[src/rtl/useq_pkg.sv]
// Package: shared widths and field encodings for the next-address sequencer.
// Assumes a 128-word control store and a 4-bit opcode.
package useq_pkg;
    localparam int ADDR_W    = 7;
    localparam int OPC_W     = 4;
    localparam int MAP_SHIFT = 2;
    localparam int N_COND    = 4;

    // Branch-kind field encoding (bit 1 = I1, bit 0 = I0)
    typedef enum logic [1:0] {
        BR_JMP  = 2'b00,
        BR_CALL = 2'b01,
        BR_RET  = 2'b10,
        BR_MAP  = 2'b11
    } br_kind_e;

    // Next-address source select
    typedef enum logic [1:0] {
        SRC_INC = 2'b00,
        SRC_TGT = 2'b01,
        SRC_RET = 2'b10,
        SRC_MAP = 2'b11
    } src_e;
endpackage

[src/rtl/useq_cond_mux.sv]
// Module: useq_cond_mux
// Picks one status flag as the branch test bit.
// Assumes flag index 0 is tied to a constant 1 by the parent.
module useq_cond_mux #(
    parameter int N_COND = 4,
    localparam int SEL_W = (N_COND > 1) ? $clog2(N_COND) : 1
) (
    input  logic [N_COND-1:0] flags,
    input  logic [SEL_W-1:0]  sel,
    output logic              test
);
    // Index the flag vector by the condition-select field
    always_comb begin
        test = flags[sel];
    end
endmodule

[src/rtl/useq_select_logic.sv]
// Module: useq_select_logic
// Turns the branch kind and the test bit into a source select and a return-load strobe.
// Assumes the encodings in useq_pkg.
module useq_select_logic
    import useq_pkg::*;
(
    input  logic [1:0] br_kind,
    input  logic       test,
    output src_e       src,
    output logic       ret_load
);
    logic i1, i0;
    logic s1, s0;

    // Split the branch-kind field into its two control bits
    always_comb begin
        i1 = br_kind[1];
        i0 = br_kind[0];
    end

    // Boolean select equations: S1 follows I1; S0 is I0 for return/dispatch and T for jump/call
    always_comb begin
        s1       = i1;
        s0       = (i1 & i0) | (~i1 & test);
        src      = src_e'({s1, s0});
        ret_load = ~i1 & i0 & test;
    end
endmodule

[src/rtl/useq_opmap.sv]
// Module: useq_opmap
// Forms the routine entry address from the opcode: a zero top field, the opcode, then MAP_SHIFT zeros.
// Assumes ADDR_W > OPC_W + MAP_SHIFT.
module useq_opmap #(
    parameter int ADDR_W    = 7,
    parameter int OPC_W     = 4,
    parameter int MAP_SHIFT = 2,
    localparam int PAD_W    = ADDR_W - OPC_W - MAP_SHIFT
) (
    input  logic [OPC_W-1:0]  opcode,
    output logic [ADDR_W-1:0] map_addr
);
    // Place the opcode between the zero pad and the zero low bits
    always_comb begin
        map_addr = {{PAD_W{1'b0}}, opcode, {MAP_SHIFT{1'b0}}};
    end
endmodule

[src/rtl/useq_nextaddr.sv]
// Module: useq_nextaddr
// Top of the next-address sequencer. Holds the control address and a
// one-level return register and chooses the next address from four sources.
// Assumes that all inputs are stable before each rising edge; reset is synchronous and active low.
module useq_nextaddr
    import useq_pkg::*;
#(
    parameter int ADDR_W     = useq_pkg::ADDR_W,
    parameter int OPC_W      = useq_pkg::OPC_W,
    parameter int MAP_SHIFT  = useq_pkg::MAP_SHIFT,
    parameter int RESET_ADDR = 64
) (
    input  logic              clk,
    input  logic              rst_n,
    input  logic [1:0]        cond_sel,
    input  logic [1:0]        br_kind,
    input  logic [ADDR_W-1:0] br_target,
    input  logic              ind_bit,
    input  logic              ac_sign,
    input  logic              ac_zero,
    input  logic [OPC_W-1:0]  opcode,
    output logic [ADDR_W-1:0] ctl_addr,
    output logic              ret_load
);
    localparam logic [ADDR_W-1:0] ONE       = ADDR_W'(1);
    localparam logic [ADDR_W-1:0] START     = ADDR_W'(RESET_ADDR);
    localparam logic [ADDR_W-1:0] MAP_LOMSK = ADDR_W'((1 << MAP_SHIFT) - 1);

    logic [N_COND-1:0] flags;
    logic              test_bit;
    src_e              src;
    logic [ADDR_W-1:0] inc_addr;
    logic [ADDR_W-1:0] map_addr;
    logic [ADDR_W-1:0] ret_q;
    logic [ADDR_W-1:0] next_addr;

    // Gather the status flags in condition-select order
    always_comb begin
        flags = {ac_zero, ac_sign, ind_bit, 1'b1};
    end

    useq_cond_mux #(.N_COND(N_COND)) u_cond (
        .flags (flags),
        .sel   (cond_sel),
        .test  (test_bit)
    );

    useq_select_logic u_sel (
        .br_kind  (br_kind),
        .test     (test_bit),
        .src      (src),
        .ret_load (ret_load)
    );

    useq_opmap #(.ADDR_W(ADDR_W), .OPC_W(OPC_W), .MAP_SHIFT(MAP_SHIFT)) u_map (
        .opcode   (opcode),
        .map_addr (map_addr)
    );

    // Incrementer, wrapping modulo the store size
    always_comb begin
        inc_addr = ctl_addr + ONE;
    end

    // Four-way next-address multiplexer
    always_comb begin
        unique case (src)
            SRC_INC: next_addr = inc_addr;
            SRC_TGT: next_addr = br_target;
            SRC_RET: next_addr = ret_q;
            SRC_MAP: next_addr = map_addr;
            default: next_addr = inc_addr;
        endcase
    end

    // Control address register
    always_ff @(posedge clk) begin
        if (!rst_n) ctl_addr <= START;
        else        ctl_addr <= next_addr;
    end

    // Return register: captures the address after a taken call
    always_ff @(posedge clk) begin
        if (!rst_n)        ret_q <= '0;
        else if (ret_load) ret_q <= inc_addr;
    end


    jmp_taken_chk: assert property (@(posedge clk) disable iff (!rst_n)
        (br_kind == BR_JMP && test_bit) |=> ctl_addr == $past(br_target));


    not_taken_chk: assert property (@(posedge clk) disable iff (!rst_n)
        (!br_kind[1] && !test_bit) |=> ctl_addr == $past(ctl_addr) + ONE);


    call_save_chk: assert property (@(posedge clk) disable iff (!rst_n)
        ret_load |=> (ret_q == $past(ctl_addr) + ONE) && (ctl_addr == $past(br_target)));


    strobe_kind_chk: assert property (@(posedge clk) disable iff (!rst_n)
        ret_load |-> (br_kind == BR_CALL));


    ret_src_chk: assert property (@(posedge clk) disable iff (!rst_n)
        (br_kind == BR_RET) |=> ctl_addr == $past(ret_q));


    map_align_chk: assert property (@(posedge clk) disable iff (!rst_n)
        (br_kind == BR_MAP) |=> ((ctl_addr & MAP_LOMSK) == '0) && !ctl_addr[ADDR_W-1]);


    ret_hold_chk: assert property (@(posedge clk) disable iff (!rst_n)
        !ret_load |=> $stable(ret_q));
endmodule

[config.mk]
export PLATFORM = sky130hd
export DESIGN_NAME = useq_nextaddr
export DESIGN_NICKNAME = d
export VERILOG_FILES = /design/src/rtl/useq_pkg.sv /design/src/rtl/useq_cond_mux.sv /design/src/rtl/useq_select_logic.sv /design/src/rtl/useq_opmap.sv /design/src/rtl/useq_nextaddr.sv
export SDC_FILE = /design/constraint.sdc
export NUM_CORES = 1
export LEC_CHECK = 0
export BUFFER_PORTS_ARGS = -buffer_cell sky130_fd_sc_hd__buf_2
export CAP_MARGIN = 30
export CORE_MARGIN = 10
export CORE_UTILIZATION = 43
export DETAILED_ROUTE_END_ITERATION = 8
export PLACE_DENSITY = 0.71
export SLEW_MARGIN = 10
export SYNTH_ARGS = -nofsm -noshare
export SYNTH_HDL_FRONTEND = slang
export SYNTH_HIERARCHICAL = 1
export SYNTH_SLANG_ARGS = --single-unit
[constraint.sdc]
create_clock -name clk -period 2.4 [get_ports clk]
set_clock_uncertainty 0.1 [all_clocks]
set_input_delay 0.6 -clock clk [delete_from_list [all_inputs] [get_ports clk]]
set_output_delay 0.6 -clock clk [all_outputs]
set_load 0.03 [all_outputs]
# Word-level counts from Yosys, hierarchy flattened
# Index checks and enable logic that the tools add are counted.
[classes] n_addsub=1 n_lt_le_gt_ge=1 eq_ne=3 muxes=3 n_bitwise=6 reduce_logical=1
[ops] cell="7-bit one-hot mux with 4 select lines" count=1
[ops] cell="7-bit by 1-bit adder with 7-bit output, second input constant" count=1
[ops] cell="1-bit bitwise AND" count=4
[ops] cell="2-bit equality test, second input constant" count=2
[ops] cell="2-bit by 3-bit < comparator with 1-bit output, second input constant" count=1
[ops] cell="1-bit binary-select mux with 2-bit select" count=1
[ops] cell="2-bit by 1-bit equality test with 1-bit output, second input constant" count=1
[ops] cell="2-bit logical NOT" count=1
[ops] cell="1-bit 2-to-1 mux" count=1
[ops] cell="1-bit inverter" count=1
[ops] cell="1-bit OR" count=1
[word_totals] reg_bits=14 input_bits=20 out_inout_bits=8 elab_cells=17

# Depth between registers and ports, before layout
# Gate-level depths: netlist of run 1.
[depth] ltp_word=6 depth_mapped=8 mapped_depth_nobuf=6

# By module
# The synthesis of run 1 kept the hierarchy.
[by_module_without_submodules] mod="useq_nextaddr" instances=1 cells_per_inst=69 area_per_inst_um2=715.7 seq_area_each_um2=280.3
[by_module_without_submodules] mod="useq_opmap" instances=1 cells_per_inst=8 area_per_inst_um2=56.3 seq_area_each_um2=0.0
[by_module_without_submodules] mod="useq_select_logic" instances=1 cells_per_inst=4 area_per_inst_um2=40.0 seq_area_each_um2=0.0
[by_module_without_submodules] mod="useq_cond_mux" instances=1 cells_per_inst=1 area_per_inst_um2=22.5 seq_area_each_um2=0.0

# Worst setup path after synthesis of run 1
# No wires, ideal clock.
[synth_timing] path_type="input to register" startpoint="input cond_sel[0]" endpoint="register ctl_addr[3]" setup_time_ns=0.115 t_arrival_ns=2.203 slack_ns=-0.018 path_stages=6 path_buffers=2 cell_sequence="mux4_2 > mux2_4 > buf_4 > buf_2 > mux4_2 > and2_1"
[synth_between] elab_chain_cells=6 word_cells_on_any_way=9 cone_classes="eq/ne (3); mux (3); bitwise (2); reduce/logical (1)"
[synth_rtl] item="from (decl)" line="useq_nextaddr.sv:15" text="input logic [1:0] cond_sel,"
[synth_rtl] item="1-bit binary-select mux with 2-bit select *" line="useq_cond_mux.sv:14" text="test = flags[sel];"
[synth_rtl] item="1-bit 2-to-1 mux (implied by the code) *" line="useq_cond_mux.sv:14"
[synth_rtl] item="1-bit bitwise AND *" line="useq_select_logic.sv:24" text="s0 = (i1 & i0) | (~i1 & test);"
[synth_rtl] item="1-bit OR *" line="useq_select_logic.sv:24"
[synth_rtl] item="net u_sel.s0" line="useq_select_logic.sv:13" text="logic s1, s0;"
[synth_rtl] item="2-bit equality test (tied with other cells)" line="useq_nextaddr.sv:67" text="unique case (src)"
[synth_rtl] item="7-bit one-hot mux with 4 select lines *" line="useq_nextaddr.sv:67"
[synth_rtl] item="to (signal assigned)" line="useq_nextaddr.sv:79" text="else ctl_addr <= next_addr;"
[synth_rtl] item="to (decl)" line="useq_nextaddr.sv:22" text="output logic [ADDR_W-1:0] ctl_addr,"
# The timed path passes the listed nets; every way through them passes the cells marked *. The select of a mux whose other input is x is not followed.
# A chain may end at the register's enable or synchronous reset.

# Worst setup path in the final report of run 1
[layout_timing] startpoint="input cond_sel[0]" endpoint="output ret_load"
[layout_between] elab_chain_cells=3
[layout_rtl] item="1-bit binary-select mux with 2-bit select" line="useq_cond_mux.sv:14"
[layout_rtl] item="1-bit 2-to-1 mux (implied by the code)" line="useq_cond_mux.sv:14"
[layout_rtl] item="net test_bit" line="useq_nextaddr.sv:30" text="logic test_bit;"
[layout_rtl] item="1-bit bitwise AND" line="useq_select_logic.sv:26" text="ret_load = ~i1 & i0 & test;"
[layout_rtl] item="to (decl)" line="useq_nextaddr.sv:23" text="output logic ret_load"
# The timed path passes the listed nets, and every way through them passes these cells. The select of a mux whose other input is x is not followed.

==> metrics.md, run 1 <==
| Metric | Value |
|---|---|
| Status | `complete, no violations` |
| Mapped Cells | `82` |
| Dpl cell area | `931 um^2` |
| Gr usage total | `0.0916` |
| CTS tree | `built` |
| Hold slack | `0.389 ns` |
| Setup crit end kind | `output pin` |
| Crit-path leading delay family | `multiplexers` |
| Min-Delay Path Class | `register to register` |
| Syn Area/Cell | `10.2 um^2` |
| Drt pass-1 iters | `2` |
| Final instance area | `953 um^2` |
| Clk slew on worst S/H paths | `0.08 ns` |
| Post-route ant nets | `0` |
| Core Rows | `15` |
| Crit-path max FO | `2` |
| Nets | `125` |
| Crit-path max cell delay | `0.49 ns` |
| DIE AREA | `0.00410 mm^2` |
| Starting Density | `0.468` |
| Top_reg_cell synth | `dfxtp_1` |
| CTS Root Cell | `clkbuf_4` |
| Die height | `64.1 um` |
| CP max-delay cell | `mux4_2` |
| Pwr Density | `558 mW/mm^2` |
| Worst-Skew Late Latency | `0.28 ns` |
| Post-DP HPWL | `1390 um` |
| RSZ-0062 raised after global routing | `false` |
| Pins over their slew limit | `0` |
| Tcrit/Tclk final | `0.957` |
| Final setup fails | `0` |
| Number of buffers inserted by port buffering | `27` |
| YS warnings | `6` |
| First-pass GRT wire length | `3060 um` |
| Seq/Total Area, Yosys | `0.336` |
| Pint | `0.000373 W` |
| Gate power share | `0.253` |
| Drt drc | `0` |
| First-iteration detailed-routing DRC count | `2` |
| Filler Cells Inserted | `172` |
| Synth Cell Area | `835 um^2` |
| Inserted Diodes | `0` |
| Critical Path RT | `1.70 ns` |
| WS Path Type | `primary input to output pin` |
| Avg WL per Cell | `14.2 um` |
| Synth unique cells | `29` |
| DR vias/cell | `5.02` |
| Clock period minus worst slack | `2.30 ns` |
| Vias in the first global route | `713` |
| Worst setup SP type | `primary input` |
| Worst path bufs/invs | `2` |
| H-tree levels | `1` |
| P_leak | `0.418 nW` |
| WP data arrival | `1.60 ns` |
| Final Hold Violating Endpoints | `0` |
| Seq. cell area | `280 um^2` |
| Peak VDD IR | `361 uV` |
| Initial antenna violation count | `0` |
| Flop pwr share | `0.498` |
| Max Cap Viol | `0` |
| Fraction of registers with async set or reset after synthesis | `0` |
| CTS max path bufs | `2` |
| Io pins | `28` |
| Routed WL | `1800 um` |
| Clk sinks | `14` |
| Post-CTS sizing | `0` |
| Cts hold-fix bufs | `0` |
| R2R depth | `5` |
| GRT overflow | `0` |
| Area Growth Syn to Fin | `14.2%` |
| Core ar. | `0.00178 mm^2` |
| Crit-path most repeated cell | `buf_2` |
| Layout cells sized above 1 | `0.412` |
| Die X | `64.1 um` |
| Vias | `637` |
| Switching part of the total power | `0.299` |
| Final GP Congestion | `0.791` |
| Clock power frac | `0.249` |
| CP Depth | `4` |
| Setup Buffers After CTS | `0` |
| CTS Buf Count | `3` |
| Setup TNS | `0 ns` |
| Synth Register Bits | `14` |
| WHS Path Cells | `1` |
| EDFF count, synth | `0` |
| Max Freq | `435 MHz` |
| Sw Pwr | `0.000159 W` |
| Critical-path cell list | `buf_2 > mux4_2 > and3b_2 > buf_2` |
| Pin count of the biggest net entering global routing | `15` |
| Multi-input gate area | `469 um^2` |
## worst paths after layout
kind	from	end	slack (ns)
max	cond_sel[0]	ret_load	0.10
max reg2reg	ctl_addr[0]	ctl_addr[4]	0.68
min	ret_q[0]	ret_q[0]	0.39
min reg2reg	ret_q[0]	ret_q[0]	0.39
## placed cells by master (no fill, tap or decap), drive strengths merged, types with 2 or more instances in the layout
master   n
a22oi    2
mux2i    4
o211a    2
o21ai    3
inv      2
nand3    3
buf     28
a21oi    2
and2     4
nor2b    4
nor2     2
clkbuf   3
mux2     3
dfxtp   14
conb     4
nand2    5
xnor2    4
mux4     5
## layer usage
metal | share of wire | track usage | up-vias
met5 | 0 | 0 | -
met4 | 0.0089 | 0.0246 | 0
met3 | 0.090 | 0.0523 | 2
met2 | 0.48 | 0.162 | 26
met1 | 0.42 | 0.0896 | 292
li1 | - | - | 317
## cell type report
type | count | area share
Clock buffer | 3 | 0.0236
Inverter | 2 | 0.00787
Multi-Input combinational cell | 55 | 0.492
Sequential cell | 14 | 0.294
Tap cell | 25 | 0.0328
Timing Repair Buffer | 28 | 0.150
## cells in the mapped netlist (all sizes together) (2+ instances only)
library cell,count,share of area
inv,2,0.0090
nand2,5,0.022
nand3,3,0.030
mux2i,4,0.048
dfxtp,14,0.34
a22oi,2,0.018
a21oi,2,0.012
clkbuf,2,0.0090
o21ai,3,0.018
buf,11,0.093
o211a,2,0.024
nor2,2,0.0090
xnor2,4,0.042
conb,2,0.0090
mux4,5,0.13
mux2,3,0.045
nor2b,4,0.030
and2,4,0.030
## state kept, by name, summed over array words and instances (netlist names)
register,cells
ctl_addr,7
ret_q,7
## metrics by stage
step                 util  power [W]  setup slack (ns)  cells
global placement    0.522   0.000403            0.0637    124
detailed placement  0.522   0.000407            0.0230    124
global route        0.535   0.000560            0.0638    127
CTS                 0.535   0.000538            0.0994    127
finish              0.535   0.000532             0.103    127
floorplan               -   0.000378           0.00420     84
## kinds of logic after synthesis
group	Yosys count	share of synthesized area
DFF	14	0.336
buffers and inverters	15	0.111
muxes	12	0.228
and+or+nand+nor	20	0.141
other	2	0.00900
AOI/OAI and AO/OA	14	0.118
adders and majority gates	1	0.0150
xor gates and xnor gates	4	0.0420
## power groups by stage
stage | sequential, W | combinational (W) | clock, W
after floorplan | 0.000289 | 0.0000886 | 0
after global placement | 0.000270 | 0.000133 | 0
after detailed placement | 0.000270 | 0.000136 | 0
after CTS | 0.000265 | 0.000137 | 0.000135
after global routing | 0.000267 | 0.000149 | 0.000143
final | 0.000265 | 0.000135 | 0.000132
Note: power is estimated with default switching activity, not from simulation.
==> run 2: changes to the inputs <==
--- a/config.mk
+++ b/config.mk
@@ -8,9 +8,9 @@
 export BUFFER_PORTS_ARGS = -buffer_cell sky130_fd_sc_hd__buf_2
 export CAP_MARGIN = 30
 export CORE_MARGIN = 10
-export CORE_UTILIZATION = 43
+export CORE_UTILIZATION = 46
 export DETAILED_ROUTE_END_ITERATION = 8
-export PLACE_DENSITY = 0.71
+export PLACE_DENSITY = 0.72
 export SLEW_MARGIN = 10
 export SYNTH_ARGS = -nofsm -noshare
 export SYNTH_HDL_FRONTEND = slang
==> constraint.sdc (replaced) <==
create_clock -name clk -period 2.2 [get_ports clk]
set_clock_uncertainty 0.1 [all_clocks]
set_input_delay 0.55 -clock clk [delete_from_list [all_inputs] [get_ports clk]]
set_output_delay 0.55 -clock clk [all_outputs]
set_load 0.03 [all_outputs]
==> run 2 against run 1 <==
Compared with the run above: sequential power up 9.1%; die area down 4.5%; first-iteration DRC count rose to 3.0 times the previous value; setup slack worse by 0.050 ns; critical path depth unchanged; critical endpoint unchanged; total power up 9.0%; flip-flop and latch count unchanged; register-to-register slack worse by 0.21 ns; count of clock-buffer cells in the layout unchanged; highest routed layer unchanged; sequential share of layout area down 0.64 points; combinational power up 13%; worst hold slack better by 0.0030 ns.
==> metrics.md, run 2 (synthesized netlist as in run 1, its figures left out) <==
| Metric | Value |
|---|---|
| Status | `complete, no violations` |
| Area Growth Syn to Fin | `16.8%` |
| Worst path bufs/invs | `2` |
| Switching part of the total power | `0.291` |
| First-iteration detailed-routing DRC count | `6` |
| R2R depth | `5` |
| Drt drc | `0` |
| R2R Path End | `ctl_addr[4]` |
| Tcrit/Tclk final | `0.976` |
| Layout Cells excl Fill | `129` |
| Seq. cell area | `280 um^2` |
| Post-route ant nets | `0` |
| Core ar. | `0.00173 mm^2` |
| Die X | `62.6 um` |
| Pwr Total | `0.000580 W` |
| Nets | `127` |
| Worst-Skew Late Latency | `0.27 ns` |
| Clk slew on worst S/H paths | `0.08 ns` |
| Max Freq | `466 MHz` |
| Clock period minus worst slack | `2.15 ns` |
| Pins over their slew limit | `0` |
| Crit-path max FO | `2` |
| Flop pwr share | `0.498` |
| Worst Hold Endpoint | `ret_q[0]` |
| Inserted Diodes | `0` |
| Sw Pwr | `0.000169 W` |
| Crit-path max cell delay | `0.49 ns` |
| DIE AREA | `0.00392 mm^2` |
| Final GP Congestion | `0.766` |
| Filler Cells Inserted | `183` |
| Starting Density | `0.483` |
| Max Cap Viol | `0` |
| CP max-delay cell | `mux4_2` |
| First-pass GRT wire length | `2990 um` |
| P_leak | `0.428 nW` |
| Layout cells sized above 1 | `0.423` |
| Drt pass-1 iters | `3` |
| Most frequent cells in the layout | `buf_2, dfxtp_1, nand2_1, mux4_2` |
| Min-Delay Path Class | `register to register` |
| GRT overflow | `0` |
| Avg WL per Cell | `13.5 um` |
| Gate power share | `0.262` |
| Hold wc startpoint | `ret_q[0]` |
| Final setup fails | `0` |
| Setup TNS | `0 ns` |
| Gr usage total | `0.0928` |
| Largest regs | `ctl_addr (7), ret_q (7)` |
| Crit-path leading delay family | `multiplexers` |
| Pin count of the biggest net entering global routing | `15` |
| Placed cells | `126` |
| Initial antenna violation count | `0` |
| Worst setup SP type | `primary input` |
| Io pins | `28` |
| DR vias/cell | `5.05` |
| CTS tree | `built` |
| RSZ-0062 raised after global routing | `false` |
| Critical-path cell list | `buf_2 > mux4_2 > and3b_2 > buf_6` |
| Setup crit end kind | `output pin` |
| H-tree levels | `1` |
| Pint | `0.000411 W` |
| CTS Buf Count | `3` |
| Clk sinks | `14` |
| Number of buffers inserted by port buffering | `27` |
| Peak VDD IR | `294 uV` |
| Worst r2r src | `ctl_addr[0]` |
| Vias | `652` |
| Vias in the first global route | `678` |
| Commonest non-fill, non-tap cell in the layout | `buf_2` |
| Critical Path RT | `1.55 ns` |
| WP data arrival | `1.50 ns` |
| Final Hold Violating Endpoints | `0` |
| Pwr Density | `595 mW/mm^2` |
| Post-DP HPWL | `1440 um` |
| CTS max path bufs | `2` |
| Multi-input gate area | `469 um^2` |
| FF-to-FF setup slack | `0.47 ns` |
| Core Rows | `15` |
| Clock power frac | `0.240` |
| CTS Root Cell | `clkbuf_4` |
| Die height | `62.6 um` |
| WHS Path Cells | `1` |
| Routed WL | `1740 um` |
| WS Path Type | `primary input to output pin` |
run 2: changes by cell type in the layout (fill, tap and decap cells not counted), sizes merged:
cell  change
buf       +2
run 2: worst max-delay path by stage:
stage / from / cells past startpoint / end / slack [ns]
5_1_grt: cond_sel[0] / 4 / ret_load / 0.02
4_1_cts: cond_sel[0] / 4 / ret_load / 0.004
6_report: cond_sel[0] / 4 / ret_load / 0.05
3_3_place_gp: cond_sel[0] / 5 / ctl_addr[0] / -0.06
3_5_place_dp: cond_sel[0] / 5 / ctl_addr[3] / -0.08
2_1_floorplan: cond_sel[0] / 6 / ctl_addr[3] / -0.09
run 2: what timing repair did:
action / in CTS / in global routing
hold buffers: 0 / 0
buffers inserted: 0 / 0
endpoints found under the setup margin: 0 / 1
gates resized for setup: 0 / 3
endpoints found under the hold margin: 0 / 0
run 2: stage by stage:
stage,hold WS [ns],util,instance area (um^2),setup slack [ns]
3_3_place_gp,0.358,0.548,946,-0.0589
6_report,0.392,0.564,975,0.0532
2_1_floorplan,0.349,-,856,-0.0851
4_1_cts,0.397,0.561,968,0.00374
3_5_place_dp,0.377,0.548,946,-0.0800
5_1_grt,0.407,0.564,975,0.0217
run 2: layer usage:
layer	track usage	vias to the layer above	wire length, um	part of all wire
met4	0.0251	0	12	0.0069
met2	0.151	21	838	0.48
met1	0.0991	306	736	0.42
met5	0	-	0	0
li1	-	323	-	-
met3	0.0556	2	155	0.089
run 2: layout make-up:
cell class                 instances  share of cell area
timing repair buffer              30               0.168
multi-input combinational         55               0.481
sequential                        14               0.288
inverter                           2             0.00770
tap                               25              0.0321
clock buffer                       3              0.0231
run 2: power groups by stage:
stage	sequential (W)	clock (W)	combinational, W
after floorplan	0.000315	0	0.000102
after global placement	0.000294	0	0.000149
after detailed placement	0.000295	0	0.000153
after CTS	0.000289	0.000150	0.000153
after global routing	0.000292	0.000162	0.000166
final	0.000289	0.000139	0.000152
